$ cat config.mk
export PLATFORM = sky130hd
export DESIGN_NAME = limit_fault_irq
export DESIGN_NICKNAME = d
export VERILOG_FILES = /design/src/rtl/limit_irq_pkg.sv /design/src/rtl/limit_irq_ctl.sv /design/src/rtl/limit_irq_dp.sv /design/src/rtl/limit_fault_irq.sv
export SDC_FILE = /design/constraint.sdc
export NUM_CORES = 1
export LEC_CHECK = 0
export CAP_MARGIN = 20
export CELL_PAD_IN_SITES_DETAIL_PLACEMENT = 1
export CELL_PAD_IN_SITES_GLOBAL_PLACEMENT = 1
export CORE_MARGIN = 2
export CORE_UTILIZATION = 40
export DETAILED_ROUTE_END_ITERATION = 8
export DONT_BUFFER_PORTS = 1
export GPL_ROUTABILITY_DRIVEN = 0
export GPL_TIMING_DRIVEN = 0
export PLACE_DENSITY = 0.73
export RECOVER_POWER = 100
export SKIP_LAST_GASP = 1
export SLEW_MARGIN = 10
export SYNTH_ARGS = -nofsm -noshare
export SYNTH_HDL_FRONTEND = slang
export SYNTH_SLANG_ARGS = --single-unit
export TNS_END_PERCENT = 50
$ cat constraint.sdc
create_clock -name clk -period 7.2 [get_ports clk]
set_clock_uncertainty 0.1 [all_clocks]
set_input_delay 1.44 -clock clk [delete_from_list [all_inputs] [get_ports clk]]
set_output_delay 1.44 -clock clk [all_outputs]
set_load 0.005 [all_outputs]
$ cat src/rtl/limit_irq_pkg.sv
package limit_irq_pkg;
  // Strobes handed from the control to the datapath each cycle.
  typedef struct packed {
    logic evalStrobe;   // evaluate the present result
    logic clearStrobe;  // drop latched flags
    logic followMode;   // flags track each result (transparent style)
  } ctl_strobe_t;
endpackage

$ cat src/rtl/limit_irq_ctl.sv
module limit_irq_ctl
  import limit_irq_pkg::*;
#(
  parameter int SEL_W = 2,
  parameter int CNT_W = 4
) (
  input  logic             resultValid,
  input  logic             clearReq,
  input  logic             latchMode,
  input  logic [SEL_W-1:0] faultCountSel,
  output ctl_strobe_t      strobes,
  output logic [CNT_W-1:0] needCount
);
  // Run length is a power of two: code n asks for 2**n consecutive faults.
  always_comb begin
    needCount = CNT_W'(1) << faultCountSel;
  end

  always_comb begin
    strobes.evalStrobe  = resultValid;
    strobes.clearStrobe = clearReq & latchMode;  // clearing only matters when latched
    strobes.followMode  = ~latchMode;
  end
endmodule

$ cat src/rtl/limit_irq_dp.sv
module limit_irq_dp
  import limit_irq_pkg::*;
#(
  parameter int DATA_W     = 16,
  parameter int MAX_FAULTS = 8,
  parameter int CNT_W      = 4
) (
  input  logic              clk,
  input  logic              rstN,
  input  ctl_strobe_t       strobes,
  input  logic [CNT_W-1:0]  needCount,
  input  logic [DATA_W-1:0] resultData,
  input  logic [DATA_W-1:0] highLimit,
  input  logic [DATA_W-1:0] lowLimit,
  output logic              flagHigh,
  output logic              flagLow
);
  localparam int NUM_CH = 2;  // channel 0 = high limit, channel 1 = low limit

  logic violate [NUM_CH];
  logic flagReg [NUM_CH];

  always_comb begin
    violate[0] = resultData > highLimit;
    violate[1] = resultData < lowLimit;
  end

  for (genvar ch = 0; ch < NUM_CH; ch++) begin : g_chan
    logic [CNT_W-1:0] runCnt;
    logic [CNT_W-1:0] runNext;
    logic             trip;

    always_comb begin
      if (!violate[ch])                          runNext = '0;
      else if (runCnt == CNT_W'(MAX_FAULTS))     runNext = runCnt;
      else                                       runNext = runCnt + CNT_W'(1);
      trip = violate[ch] && (runNext >= needCount);
    end

    always_ff @(posedge clk) begin
      if (!rstN) begin
        runCnt      <= '0;
        flagReg[ch] <= 1'b0;
      end else begin
        if (strobes.evalStrobe) runCnt <= runNext;
        if (strobes.evalStrobe && strobes.followMode) flagReg[ch] <= trip;
        else if (strobes.evalStrobe && trip)          flagReg[ch] <= 1'b1;
        else if (strobes.clearStrobe)                 flagReg[ch] <= 1'b0;
      end
    end

    assert_cnt_bound_R11: assert property (@(posedge clk) disable iff (!rstN)
      runCnt <= CNT_W'(MAX_FAULTS));

    assert_hold_idle_R10: assert property (@(posedge clk) disable iff (!rstN)
      (!strobes.evalStrobe && !strobes.clearStrobe) |=> $stable(flagReg[ch]));

    assert_clear_drop_R7: assert property (@(posedge clk) disable iff (!rstN)
      (strobes.clearStrobe && !strobes.evalStrobe) |=> !flagReg[ch]);

    assert_follow_drop_R8: assert property (@(posedge clk) disable iff (!rstN)
      (strobes.evalStrobe && strobes.followMode && !violate[ch]) |=> !flagReg[ch]);
  end

  assert_high_strict_R3: assert property (@(posedge clk) disable iff (!rstN)
    $rose(flagReg[0]) |-> $past(resultData > highLimit));

  assert_low_strict_R4: assert property (@(posedge clk) disable iff (!rstN)
    $rose(flagReg[1]) |-> $past(resultData < lowLimit));

  assign flagHigh = flagReg[0];
  assign flagLow  = flagReg[1];
endmodule

$ cat src/rtl/limit_fault_irq.sv
module limit_fault_irq
  import limit_irq_pkg::*;
#(
  parameter int DATA_W = 16,
  parameter int SEL_W  = 2
) (
  input  logic              clk,
  input  logic              rstN,
  input  logic              resultValid,
  input  logic [DATA_W-1:0] resultData,
  input  logic [DATA_W-1:0] highLimit,
  input  logic [DATA_W-1:0] lowLimit,
  input  logic              latchMode,
  input  logic              intPolarity,
  input  logic [SEL_W-1:0]  faultCountSel,
  input  logic              clearReq,
  output logic              flagHigh,
  output logic              flagLow,
  output logic              intOut
);
  localparam int MAX_FAULTS = 1 << ((1 << SEL_W) - 1);
  localparam int CNT_W      = $clog2(MAX_FAULTS + 1);

  ctl_strobe_t      strobes;
  logic [CNT_W-1:0] needCount;

  limit_irq_ctl #(.SEL_W(SEL_W), .CNT_W(CNT_W)) u_ctl (
    .resultValid  (resultValid),
    .clearReq     (clearReq),
    .latchMode    (latchMode),
    .faultCountSel(faultCountSel),
    .strobes      (strobes),
    .needCount    (needCount)
  );

  limit_irq_dp #(.DATA_W(DATA_W), .MAX_FAULTS(MAX_FAULTS), .CNT_W(CNT_W)) u_dp (
    .clk       (clk),
    .rstN      (rstN),
    .strobes   (strobes),
    .needCount (needCount),
    .resultData(resultData),
    .highLimit (highLimit),
    .lowLimit  (lowLimit),
    .flagHigh  (flagHigh),
    .flagLow   (flagLow)
  );

  logic irqActive;
  assign irqActive = flagHigh | flagLow;
  assign intOut    = intPolarity ? irqActive : ~irqActive;

  assert_int_active_R9: assert property (@(posedge clk) disable iff (!rstN)
    (flagHigh || flagLow) |-> (intOut == intPolarity));

  assert_int_idle_R9: assert property (@(posedge clk) disable iff (!rstN)
    (!flagHigh && !flagLow) |-> (intOut != intPolarity));
endmodule

==> results.yml <==
status:
  status: "complete, no violations"
cts:
  cts-root-buf: "clkbuf_8"
  htree_levels: 1
  numCtsBuffers: 3
  hold_buffers: 0
  ctsResizeCount: 0
  post_cts_buffers: 0
  clkTransAtPathRegs_ns: 0.06
  clk_path_buf_depth: 2
  clock_latency_ns: 0.24
  cts_sinks: 10
  cts_tree: "built"
sta:
  max_freq_mhz: 224
  min_period_over_period_pct: 61.9
  relSlewSlack_pct: 43.8
  worst_pin_slew_ns: 0.839
  hold_viol: 0
  layout_setup_ws_ns: 2.74
  maxSlewViolCount: 0
  period_needed_ns: 4.46
  setup_viol: 0
  grt_setup_unrepaired: "no"
  tns_ns: 0
die:
  chipWidth_um: 68.7
  coreArea_sq_um: 4030
  die_y_um: 68.7
  rows: 23
  die-area_sq_um: 4730
  initial_core_util_pct: 41.6
  io_pins: 59
finish:
  syn_to_final_growth_pct: 6.05
  antennaDiodeCount: 0
  final_common_cell: "ha_1"
  drive_gt1_share_pct: 6.28
  fin_cells: 273
  final_cell_mix: "ha_1 (43), inv_1 (38), a21oi_1 (21)"
  final_nets: 323
route:
  ant_nets: 0
  first_pass_iters: 4
  drc_errors: 0
  vias: 1523
  drtIter0Drc: 29
  wirelength_mm: 3.93
  routedWlPerCell_um: 14.4
  viasPerCell: 5.58
place:
  dpl_worst_slack_ns: 2.62
  port_buffers: 0
  dp.cells: 269
  dpl.hpwl_mm: 3.30
synthesis:
  syn-cell-area_sq_um: 1680
  ys_seq_area_share_pct: 12.5
  postSynthCellCount: 219
  syn_nets: 318
  ys_ff_latch: 10
  syn_avg_cell_area_sq_um: 7.66
  ys_warn_count: 0
  synth.distinct_cells: 43
global_route:
  grt.total_usage_pct: 18.0
  grt_pass1_vias: 1496
  grt_pass1_wl_mm: 6.38
  grt_max_degree: 11
  grt-ovfl-total: 0
  antenna_found_initial: 0
critical_path:
  slowest_delay_ns: 0.45
  cp.required_ns: 7.09
  worstPathCellList: "inv_1 > ha_1 > nand3_1 > nor4_1 > a21bo_1 > a31oi_1 > nand2_1 > ha_1 > nand2b_1 > a21o_1 > a21o_1 > a21oi_1 > nand3b_1 > nand3_1"
  path_buf_inv: 1
  crit_type: "in -> reg"
  crit_fanout: 6
  cp_top_family: "compound AO/OA/AOI/OAI gates"
  cpMaxStageDelayCell: "a31oi_1"
  arrival_ns: 4.35
  cp-end-kind: "register"
  cp-start-kind: "primary input"
pwr:
  p_per_area_nw_per_um2: 116
  irDropWorstVdd_uv: 49.3
  p_leak_uw: 0.000904
run:
  drv_cap: 0
hold_path:
  hp-class: "reg -> reg"
[cell usage after synthesis (all sizes together)]
cell,n,share of area [%]
a21bo,1,0.60
a21boi,4,1.8
a21o,6,2.7
a21oi,21,6.3
a221oi,1,0.52
a311oi,1,0.52
a31o,2,1.0
a31oi,1,0.37
and2,2,0.82
and3,3,1.4
and4,1,0.60
buf,1,0.67
clkbuf,1,0.82
dfxtp,9,11
edfxtp,1,1.8
ha,43,32
inv,38,8.5
nand2,17,3.8
nand2b,8,3.0
nand3,10,3.6
nand3b,3,1.3
nand4,3,1.1
nor2,8,1.8
nor2b,3,1.1
nor3,2,0.60
nor4,2,1.1
nor4b,1,0.52
o2111ai,1,0.52
o211ai,1,0.75
o21a,4,1.8
o21ai,8,2.4
o21bai,1,0.45
o31ai,2,0.90
or2,2,0.75
or3,2,0.75
or4,2,0.90
xnor2,1,0.52
xor2,2,1.0
[registers in the layout, indices dropped and copies added, names as in the netlist]
signal              count
u_dp.g_chan.runCnt      8
u_dp.flagReg            2
[area by class of cell]
cell class,instances,area (sq um)
Buffer,2,25.0
Clock buffer,4,55.1
Fill cell,515,2250
Inverter,38,143
Multi-Input combinational cell,169,1280
Sequential cell,10,210
Tap cell,50,62.6
[per-stage QoR]
step	hold WS, ns	area (sq um)	util, %	power, uW
after global routing	0.460	1780	44.1	224
after CTS	0.417	1790	44.5	209
after detailed placement	0.409	1740	43.2	134
after global placement	0.407	1740	43.2	132
final	0.407	1780	44.1	206
after floorplan	0.376	1680	-	118
[routing by layer]
metal,GRT usage (%),part of all wire [%]
met3,3.73,4.3
met1,23.1,50
met2,31.1,45
met4,3.68,1.0
met5,0,0
[tightest hold or removal path: stages, from the launching register on]
cell	delay (ns)
dfxtp_1	0.33
nand3_1	0.07
o31ai_1	0.06
[final timing paths]
path	startpoint	endpoint	slack, ns	cells past startpoint
max	highLimit[12]	u_dp.flagReg[0]	2.74	14
min	u_dp.flagReg[1]	u_dp.flagReg[1]	0.41	2
min reg2reg	u_dp.flagReg[1]	u_dp.flagReg[1]	0.41	2
max reg2reg	u_dp.g_chan[0].runCnt[0]	u_dp.flagReg[0]	4.48	13
[logic make-up (layout without fill, tap and decap cells)]
family	count (synthesis)	count (layout)	share of synthesized area, %
DFF	10	10	12.5
and+or+nand+nor	69	69	23.2
AOI/OAI and AO/OA	54	54	20.6
xor gates and xnor gates	3	3	1.57
buffers and inverters	40	44	10.0
adders and majority gates	43	43	32.1
[where the power goes]
group	total, uW	leakage [uW]	switching (uW)	internal (uW)
clock network	74.8	0.0000288	26.5	48.4
logic	69.6	0.000791	37.6	32.0
registers	61.2	0.0000841	2.57	58.7
Note: power is estimated with default switching activity, not from simulation.
